`src/rtl/vliw_dispatch_pkg.sv`:
```
package vliw_dispatch_pkg;

  // position of the set-chaining flag inside a word
  localparam int CHAIN_POS = 0;
  // predicate field: register index above a one-bit sense flag
  localparam int CREG_W    = 3;
  localparam int PRED_W    = CREG_W + 1;

  typedef struct packed {
    logic [CREG_W-1:0] creg;
    logic              on_zero;
  } pred_field_t;

  // true when the word must execute, given whether its register is zero
  function automatic logic pred_holds(input pred_field_t f, input logic sel_zero);
    if (f.creg == '0) return 1'b1;
    return f.on_zero ? sel_zero : !sel_zero;
  endfunction

endpackage

```
`src/rtl/vd_cond_file.sv`:
```
module vd_cond_file #(
  parameter int NREG = 8,
  parameter int DW   = 32,
  parameter int AW   = $clog2(NREG)
) (
  input  logic            clk,
  input  logic            rst,
  input  logic            we,
  input  logic [AW-1:0]   waddr,
  input  logic [DW-1:0]   wdata,
  output logic [NREG-1:0] is_zero
);

  logic [DW-1:0] mem [NREG];

  always_ff @(posedge clk) begin
    if (rst) begin
      for (int i = 0; i < NREG; i++) mem[i] <= '0;
    end else if (we) begin
      mem[waddr] <= wdata;
    end
  end

  generate
    for (genvar g = 0; g < NREG; g++) begin : g_zero
      assign is_zero[g] = (mem[g] == '0);
    end
  endgenerate

  // a write becomes visible one edge later
  assert_write_visible_R9: assert property (@(posedge clk) disable iff (rst)
    we |=> (is_zero[$past(waddr)] == ($past(wdata) == '0)));

endmodule

```
`src/rtl/vd_set_select.sv`:
```
module vd_set_select #(
  parameter int SLOTS = 8,
  parameter int SW    = $clog2(SLOTS)
) (
  input  logic [SW-1:0]    start,
  input  logic [SLOTS-1:0] chain,
  output logic [SLOTS-1:0] mask,
  output logic             is_last,
  output logic [SW-1:0]    nxt
);

  always_comb begin
    logic open_s;
    logic closed_s;
    mask     = '0;
    is_last  = 1'b0;
    nxt      = '0;
    open_s   = 1'b0;
    closed_s = 1'b0;
    for (int k = 0; k < SLOTS; k++) begin
      if (!closed_s && (SW'(k) == start)) open_s = 1'b1;
      if (open_s && !closed_s) begin
        mask[k] = 1'b1;
        if (!chain[k] || (k == SLOTS - 1)) begin
          closed_s = 1'b1;
          is_last  = (k == SLOTS - 1);
          nxt      = SW'(k + 1);
        end
      end
    end
  end

endmodule

```
`src/rtl/vd_pred_eval.sv`:
```
module vd_pred_eval
  import vliw_dispatch_pkg::*;
#(
  parameter int SLOTS = 8,
  parameter int IW    = 32,
  parameter int NREG  = 1 << CREG_W
) (
  input  logic [SLOTS*IW-1:0] words,
  input  logic [NREG-1:0]     is_zero,
  output logic [SLOTS-1:0]    pass
);

  generate
    for (genvar g = 0; g < SLOTS; g++) begin : g_slot
      pred_field_t f;
      assign f       = words[g*IW+IW-1 -: PRED_W];
      assign pass[g] = pred_holds(f, is_zero[f.creg]);
    end
  endgenerate

endmodule

```
`src/rtl/vliw_dispatch.sv`:
```
module vliw_dispatch
  import vliw_dispatch_pkg::*;
#(
  parameter int SLOTS = 8,
  parameter int IW    = 32,
  parameter int CR_DW = 32
) (
  input  logic                clk,
  input  logic                rst,
  input  logic                pkt_valid,
  output logic                pkt_ready,
  input  logic [SLOTS*IW-1:0] pkt_data,
  input  logic                stall,
  input  logic                cr_we,
  input  logic [CREG_W-1:0]   cr_waddr,
  input  logic [CR_DW-1:0]    cr_wdata,
  output logic [SLOTS-1:0]    iss_valid,
  output logic [SLOTS*IW-1:0] iss_instr
);

  localparam int PKT_W = SLOTS * IW;
  localparam int SW    = $clog2(SLOTS);
  localparam int NREG  = 1 << CREG_W;

  logic [PKT_W-1:0] pkt_q;
  logic             held_q;
  logic [SW-1:0]    start_q;

  logic [SLOTS-1:0] chain;
  logic [SLOTS-1:0] set_mask;
  logic             set_last;
  logic [SW-1:0]    set_next;
  logic [NREG-1:0]  cr_zero;
  logic [SLOTS-1:0] pred_pass;
  logic [PKT_W-1:0] masked_words;
  logic             fire;

  generate
    for (genvar g = 0; g < SLOTS; g++) begin : g_lane
      assign chain[g] = pkt_q[g*IW+CHAIN_POS];
      assign masked_words[g*IW +: IW] = set_mask[g] ? pkt_q[g*IW +: IW] : '0;
    end
  endgenerate

  vd_cond_file #(.NREG(NREG), .DW(CR_DW)) u_cond (
    .clk(clk), .rst(rst), .we(cr_we), .waddr(cr_waddr),
    .wdata(cr_wdata), .is_zero(cr_zero)
  );

  vd_set_select #(.SLOTS(SLOTS)) u_sel (
    .start(start_q), .chain(chain), .mask(set_mask),
    .is_last(set_last), .nxt(set_next)
  );

  vd_pred_eval #(.SLOTS(SLOTS), .IW(IW), .NREG(NREG)) u_pred (
    .words(pkt_q), .is_zero(cr_zero), .pass(pred_pass)
  );

  assign fire      = held_q && !stall;
  assign pkt_ready = !held_q;

  always_ff @(posedge clk) begin
    if (rst) begin
      pkt_q     <= '0;
      held_q    <= 1'b0;
      start_q   <= '0;
      iss_valid <= '0;
      iss_instr <= '0;
    end else begin
      iss_valid <= '0;
      iss_instr <= '0;
      if (fire) begin
        iss_valid <= set_mask & pred_pass;
        iss_instr <= masked_words;
        if (set_last) begin
          held_q  <= 1'b0;
          start_q <= '0;
        end else begin
          start_q <= set_next;
        end
      end else if (pkt_valid && !held_q) begin
        pkt_q   <= pkt_data;
        held_q  <= 1'b1;
        start_q <= '0;
      end
    end
  end

  // an accepted packet blocks the next one
  assert_accept_blocks_R2: assert property (@(posedge clk) disable iff (rst)
    (pkt_valid && pkt_ready) |=> !pkt_ready);

  // issue only out of a held packet
  assert_issue_needs_packet_R2: assert property (@(posedge clk) disable iff (rst)
    (iss_valid != '0) |-> $past(!pkt_ready));

  // the resume point always opens the current set
  assert_start_in_set_R3: assert property (@(posedge clk) disable iff (rst)
    held_q |-> set_mask[start_q]);

  // stall freezes issue
  assert_stall_quiet_R6: assert property (@(posedge clk) disable iff (rst)
    stall |=> (iss_valid == '0));

  // finishing a packet reopens the input
  assert_last_frees_R10: assert property (@(posedge clk) disable iff (rst)
    (fire && set_last) |=> pkt_ready);

  generate
    for (genvar g = 0; g < SLOTS; g++) begin : g_chk
      // an unconditional word in the issuing set is always valid
      assert_uncond_issue_R7: assert property (@(posedge clk) disable iff (rst)
        (fire && set_mask[g] && (pkt_q[g*IW+IW-1 -: CREG_W] == '0)) |=> iss_valid[g]);
    end
  endgenerate

endmodule

```
`config.mk`:
```
export PLATFORM = sky130hd
export DESIGN_NAME = vliw_dispatch
export DESIGN_NICKNAME = d
export VERILOG_FILES = /design/src/rtl/vliw_dispatch_pkg.sv /design/src/rtl/vd_cond_file.sv /design/src/rtl/vd_set_select.sv /design/src/rtl/vd_pred_eval.sv /design/src/rtl/vliw_dispatch.sv
export SDC_FILE = /design/constraint.sdc
export NUM_CORES = 1
export LEC_CHECK = 0
export BUFFER_PORTS_ARGS = -buffer_cell sky130_fd_sc_hd__buf_2
export CORE_MARGIN = 5
export CORE_UTILIZATION = 45
export DETAILED_ROUTE_END_ITERATION = 7
export MAX_ROUTING_LAYER = met4
export PLACE_DENSITY = 0.71
export SLEW_MARGIN = 20
export SYNTH_ARGS = -nofsm -noshare
export SYNTH_HDL_FRONTEND = slang
export SYNTH_SLANG_ARGS = --single-unit
```
`constraint.sdc`:
```
create_clock -name clk -period 2.17 [get_ports clk]
set_input_delay 0.434 -clock clk [delete_from_list [all_inputs] [get_ports clk]]
set_output_delay 0.434 -clock clk [all_outputs]
set_load 0.05 [all_outputs]
```
==> impl_metrics.ini, run 1 <==
[grt]
number_of_antenna_violations_at_the_first_check_in_global_routing = 21
grt_pass1_vias = 20000
grtUsageTotal_pct = 24.6
overflow = 0
global_route_wire_length_before_repair_mm = 122
grt_max_degree = 158

[detailed_routing]
detailroute.via_count = 20400
wl_per_cell_microns = 20.5
drt-vias-per-instance = 5.12
drtIter0Drc = 1682
drtPass1Iterations = 5
drc = 0
postRouteWirelength_mm = 81.5
postRouteAntennaNets = 0

[worst_setup_path]
category_of_the_critical_setup_timing_path = flop to flop
arrival_ns = 2.77
cp_max_fo = 2
setup.reg_to_reg.worst_slack_ns = -0.07
rr_startpoint = u_cond.mem[4][25]
worst_setup_path_end_kind = flop
required_arrival_time_at_the_worst_endpoint_ns = 2.70
worst-r2r-cell-count = 7
setup.worst_path.start_class = flop
critical_path.reg2reg.endpoint = iss_valid[3]

[floorplanning]
design.die.area_sq_mm = 0.0653
placeableCoreArea_sq_mm = 0.0600
fp.dieH_microns = 255
die_width_microns = 255
rows = 90
initial_core_util_pct = 45.2
top_level_ports = 561

[synthesis]
total_of_flip_flops_plus_latches_after_synthesis = 780
synth.lib_cells_used.distinct = 65
yosysSeqAreaShare_pct = 67.0
syn_inst = 2516
syn_nets = 2812
dominantRegCellSynth = dfxtp_1
synthesis.area_sq_mm = 0.0271
synth_edf_count = 256
ys.warnings.count = 0
async_s_r_ff_share_synth_pct = 0
synth.avg_cell_area_sq_um = 10.8

[timing]
timing.fmax_mhz = 447
fin_ws_ns = -0.0688
clock_skew_ns = 0.0378
slew_headroom_pct = 26.8
setup_repair_after_global_routing_missed_its_margin = true
period_needed_ns = 2.24
finalHoldViolations = 0
min_period_over_period_pct = 103
worst_slew_pin_slew_ns = 1.10
drv_slew = 0
holdWs_ns = 0.0365
setup_viol = 1

[cells_and_area]
final_design_area_no_fill_sq_mm = 0.0347
drive_gt1_share_pct = 27.8
layout-area-overhead-vs-synth_pct = 27.8
number_of_nets_in_the_layout = 3406

[cts]
cts_buffers = 81
clock_tree.root_cell = clkbuf_16
cts_max_level = 3
clock_tree_from_tritoncts = done
clk_transition_reported_paths_ns = 0.06
maximum_count_of_clock_buffers_along_a_single_path = 3
clock_latency_ns = 0.63
clock_sink_count = 780

[placed_design]
preCtsSetupSlack_ns = -0.305
placed_cell_area_sq_mm = 0.0313
dpl.hpwl_mm = 57.6
io_buffers = 560
routabilityCongestion = 0.906

[worst_hold_path]
worstHoldPathType = primary input to flop
timing.hold.worst.start = pkt_data[22]
endpoint_worst_hold = pkt_q[22]
worst_hold_path.num_cells = 3

[flow_run]
reported_max_cap_violation_count = 0

[run_status]
status = finished with violations
violations_in_the_final_reports = setup timing

[power]
p_leak_nw = 14.3
powerDensity_mw_per_mm2 = 908
ir_drop_mv = 0.550
## synth_stat cells, drive strengths merged (3+ instances only)
| master | n | area [sq um] |
|---|---|---|
| a21oi | 275 | 1400 |
| nor2b | 4 | 25.0 |
| nand2b | 7 | 43.8 |
| and2 | 503 | 3150 |
| o32a | 3 | 30.0 |
| inv | 20 | 75.1 |
| nor2 | 24 | 92.6 |
| mux4 | 3 | 67.6 |
| nor3 | 21 | 110 |
| o211a | 4 | 40.0 |
| nand2 | 531 | 1990 |
| nor4 | 72 | 450 |
| o21ai | 14 | 70.1 |
| or2 | 13 | 83.8 |
| buf | 9 | 40.0 |
| o2111ai | 3 | 26.3 |
| xnor2 | 3 | 26.3 |
| edfxtp | 256 | 7690 |
| nand4 | 14 | 87.6 |
| and4 | 12 | 105 |
| a2111oi | 5 | 45.0 |
| nand3 | 10 | 50.1 |
| a211oi | 7 | 52.6 |
| dfxtp | 524 | 10500 |
| clkbuf | 137 | 518 |
## area by class of cell
class / instances / area [sq um]
Fill cell: 5050 / 25400
Sequential cell: 780 / 18200
Multi-Input combinational cell: 1571 / 8830
Timing Repair Buffer: 656 / 3800
Clock buffer: 113 / 2350
Tap cell: 782 / 978
Clock inverter: 36 / 394
Inverter: 20 / 75.1
Antenna cell: 22 / 55.1
## power breakdown
| part | switching [mW] | internal, mW |
|---|---|---|
| Clock | 5.81 | 8.04 |
| Sequential | 0.319 | 15.7 |
| Combinational | 1.02 | 0.621 |
| Total | 7.15 | 24.3 |
## logic make-up (layout without fill, tap and decap cells)
logic type	after synthesis	in the layout	synth area share, %
other cells	0	22	0
mux	5	5	0.328
xor+xnor	3	3	0.0969
compound gates	337	337	6.99
simple gates	1225	1226	23.2
buf+inv	166	825	2.33
flops	780	780	67.0
## state kept, by name, summed over array words and instances, names as in the netlist
name and cells:
held_q 1, iss_instr 256, pkt_q 256, start_q 3
u_cond.mem 256, iss_valid 8
## critical path: stages, from the launching register on
cell and delay (ns):
edfxtp_1 0.38, nor4_2 0.32, buf_4 0.16, nand4_1 0.18, nor3_1 0.23, a2111oi_1 0.10, or4_1 0.56, o211a_1 0.23
## through the flow
| step | setup TNS, ns | power, mW | std cells | utilization, % |
|---|---|---|---|---|
| after global placement | -3.86 | 17.8 | 3797 | 52.1 |
| final | -0.0688 | 31.5 | 3980 | 57.7 |
| after detailed placement | -5.15 | 17.8 | 3797 | 52.1 |
| after floorplan | 0 | 17.0 | 2516 | - |
| after global routing | -0.334 | 32.6 | 3976 | 57.7 |
| after CTS | -0.0405 | 31.7 | 3949 | 57.0 |
## layout by cell type (no fill, tap or decap), drive strengths merged, types with 3 or more instances in the layout
master,instances
o2111ai,3
nand3,10
o21ai,14
and2,503
diode,22
a2111oi,5
nor2b,4
inv,22
clkbuf,113
bufinv,3
xnor2,3
nor3,22
dfxtp,524
clkinvlp,3
o32a,3
or2,13
edfxtp,256
nor2,24
a21oi,275
nor4,72
nand2b,7
a211oi,7
o211a,4
mux4,3
buf,656
and4,12
nand4,14
clkinv,28
nand2,531
## how the worst max path moves through the flow
stage | to | startpoint | depth (start not counted)
floorplan | u_cond.mem[1][0] | rst | 4
global placement | iss_valid[3] | u_cond.mem[0][9] | 7
detailed placement | iss_valid[3] | u_cond.mem[0][8] | 7
CTS | iss_valid[3] | u_cond.mem[3][9] | 6
global route | iss_valid[3] | u_cond.mem[4][25] | 7
finish | iss_valid[3] | u_cond.mem[4][25] | 7
## metal layers
layer,vias up,part of all wire (%),GRT usage (%)
li1,9653,-,-
met1,9853,40,30.3
met2,747,50,41.0
met3,132,6.6,4.83
met4,0,3.4,8.68
met5,-,0,-
## timing repair
| item | CTS | global route |
|---|---|---|
| gates cloned | 1 | 0 |
| hold buffers | 0 | 0 |
| pin swaps | 6 | 25 |
| resized for setup | 31 | 63 |
| hold endpoints to repair | 0 | 0 |
| endpoints found under the setup margin | 37 | 30 |
| buffers inserted | 2 | 9 |
Power figures use the tool's default switching activity.
==> run 2, diff against run 1 <==
- SKIP_LAST_GASP: not set -> 1
==> impl_metrics.ini, run 2 (synthesis results as in run 1) <==
[timing]
slew_headroom_pct = 26.9
worst_slew_pin_slew_ns = 1.10
finalHoldViolations = 0
fin_ws_ns = -0.0837
setup_repair_after_global_routing_missed_its_margin = true
clock_skew_ns = 0.0386
setup_viol = 1
period_needed_ns = 2.25
drv_slew = 0
timing.fmax_mhz = 444
min_period_over_period_pct = 104
holdWs_ns = 0.0365

[worst_setup_path]
category_of_the_critical_setup_timing_path = flop to flop
setup.reg_to_reg.worst_slack_ns = -0.08
arrival_ns = 2.78
setup.worst_path.start_class = flop
cp-endpoint = iss_valid[3]
worst_setup_path_end_kind = flop
worst-r2r-cell-count = 7
cp_max_fo = 2
rr_startpoint = u_cond.mem[4][25]
required_arrival_time_at_the_worst_endpoint_ns = 2.70
critical_path.reg2reg.endpoint = iss_valid[3]
worstSetupStartpoint = u_cond.mem[4][25]

[cts]
clock_sink_count = 780
clk_transition_reported_paths_ns = 0.07
post_cts_hold_buffer_count = 0
clock_latency_ns = 0.63
maximum_count_of_clock_buffers_along_a_single_path = 3
clock_tree.root_cell = clkbuf_16
cts_max_level = 3
cts_buffers = 81
clock_tree_from_tritoncts = done

[placed_design]
dpl.hpwl_mm = 57.6
post-place-cells = 3797
io_buffers = 560
placed_cell_area_sq_mm = 0.0313
routabilityCongestion = 0.906

[detailed_routing]
postRouteAntennaNets = 0
drc = 0
wl_per_cell_microns = 20.5
detailroute.via_count = 20400
drtPass1Iterations = 5
drtIter0Drc = 1628
postRouteWirelength_mm = 81.6
drt-vias-per-instance = 5.12

[floorplanning]
initial_core_util_pct = 45.2
placeableCoreArea_sq_mm = 0.0600
top_level_ports = 561
fp.dieH_microns = 255
rows = 90
die_width_microns = 255
design.die.area_sq_mm = 0.0653

[cells_and_area]
layout.cells.most_common = buf_2
layout-area-overhead-vs-synth_pct = 27.7
final_cells = 3978
largestRegisters = iss_instr (256), pkt_q (256), u_cond.mem (256)
final_cell_mix = 559 x buf_2, 530 x nand2_1, 522 x dfxtp_1
number_of_nets_in_the_layout = 3406
final_core_util_pct = 57.7
final_design_area_no_fill_sq_mm = 0.0346
drive_gt1_share_pct = 27.7

[power]
total_power_mw = 31.5
p_leak_nw = 14.3
ir_drop_mv = 0.551
powerDensity_mw_per_mm2 = 909

[grt]
grt_max_degree = 158
overflow = 0
global_route_wire_length_before_repair_mm = 122
grtUsageTotal_pct = 24.6
grt_pass1_vias = 20000
number_of_antenna_violations_at_the_first_check_in_global_routing = 21

[run_status]
status = finished with violations
violations_in_the_final_reports = setup timing

[worst_hold_path]
worstHoldPathType = primary input to flop

[flow_run]
reported_max_cap_violation_count = 0
-- run 2: changes by cell type in the layout (fill, tap and decap cells not counted), sizes merged --
cell   before  now
diode      22   20
-- run 2: how the worst min path moves through the flow --
stage	startpoint	endpoint	slack (ns)	cells after the start
floorplan	pkt_q[100]	iss_instr[100]	0.43	1
detailed placement	pkt_q[200]	iss_instr[200]	0.44	1
global route	pkt_data[13]	pkt_q[13]	0.02	3
global placement	pkt_q[98]	iss_instr[98]	0.43	1
finish	pkt_data[28]	pkt_q[28]	0.04	3
CTS	pkt_data[170]	pkt_q[170]	0.0002	3
-- run 2: final cells by class --
class | count | area, sq um
Multi-Input combinational cell | 1571 | 8810
Timing Repair Buffer | 656 | 3800
Fill cell | 5054 | 25400
Clock inverter | 36 | 394
Clock buffer | 113 | 2350
Antenna cell | 20 | 50.0
Tap cell | 782 | 978
Sequential cell | 780 | 18200
Inverter | 20 | 75.1
-- run 2: repair_timing --
action	in CTS	in global routing
hold endpoints to repair	0	0
pin swaps	6	25
gates cloned	1	0
setup buffers	2	9
gates resized for setup	23	67
endpoints found under the setup margin	37	52
-- run 2: critical path: stages, from the launching register on --
cell and delay, ns:
edfxtp_1 0.38, nor4_2 0.32, buf_4 0.16, nand4_1 0.18, nor3_1 0.23, a2111oi_1 0.10
or4_1 0.57, o211a_1 0.23
-- run 2: metal layers --
| layer | wire length [microns] | GRT usage, % |
|---|---|---|
| met1 | 32800 | 30.2 |
| met2 | 40800 | 40.9 |
| met3 | 5150 | 4.87 |
| met4 | 2820 | 8.79 |
| met5 | 0 | - |
-- run 2: report_power, final --
| part | internal, mW | total, mW | switching, mW |
|---|---|---|---|
| Clock | 8.04 | 13.8 | 5.81 |
| Combinational | 0.620 | 1.64 | 1.02 |
| Sequential | 15.7 | 16.0 | 0.317 |
-- run 2: through the flow --
step / setup WS [ns] / TNS, ns
2_1_floorplan: 0.00152 / 0
3_3_place_gp: -0.299 / -3.86
3_5_place_dp: -0.305 / -5.15
4_1_cts: -0.106 / -0.115
5_1_grt: -0.195 / -0.353
6_report: -0.0837 / -0.0837
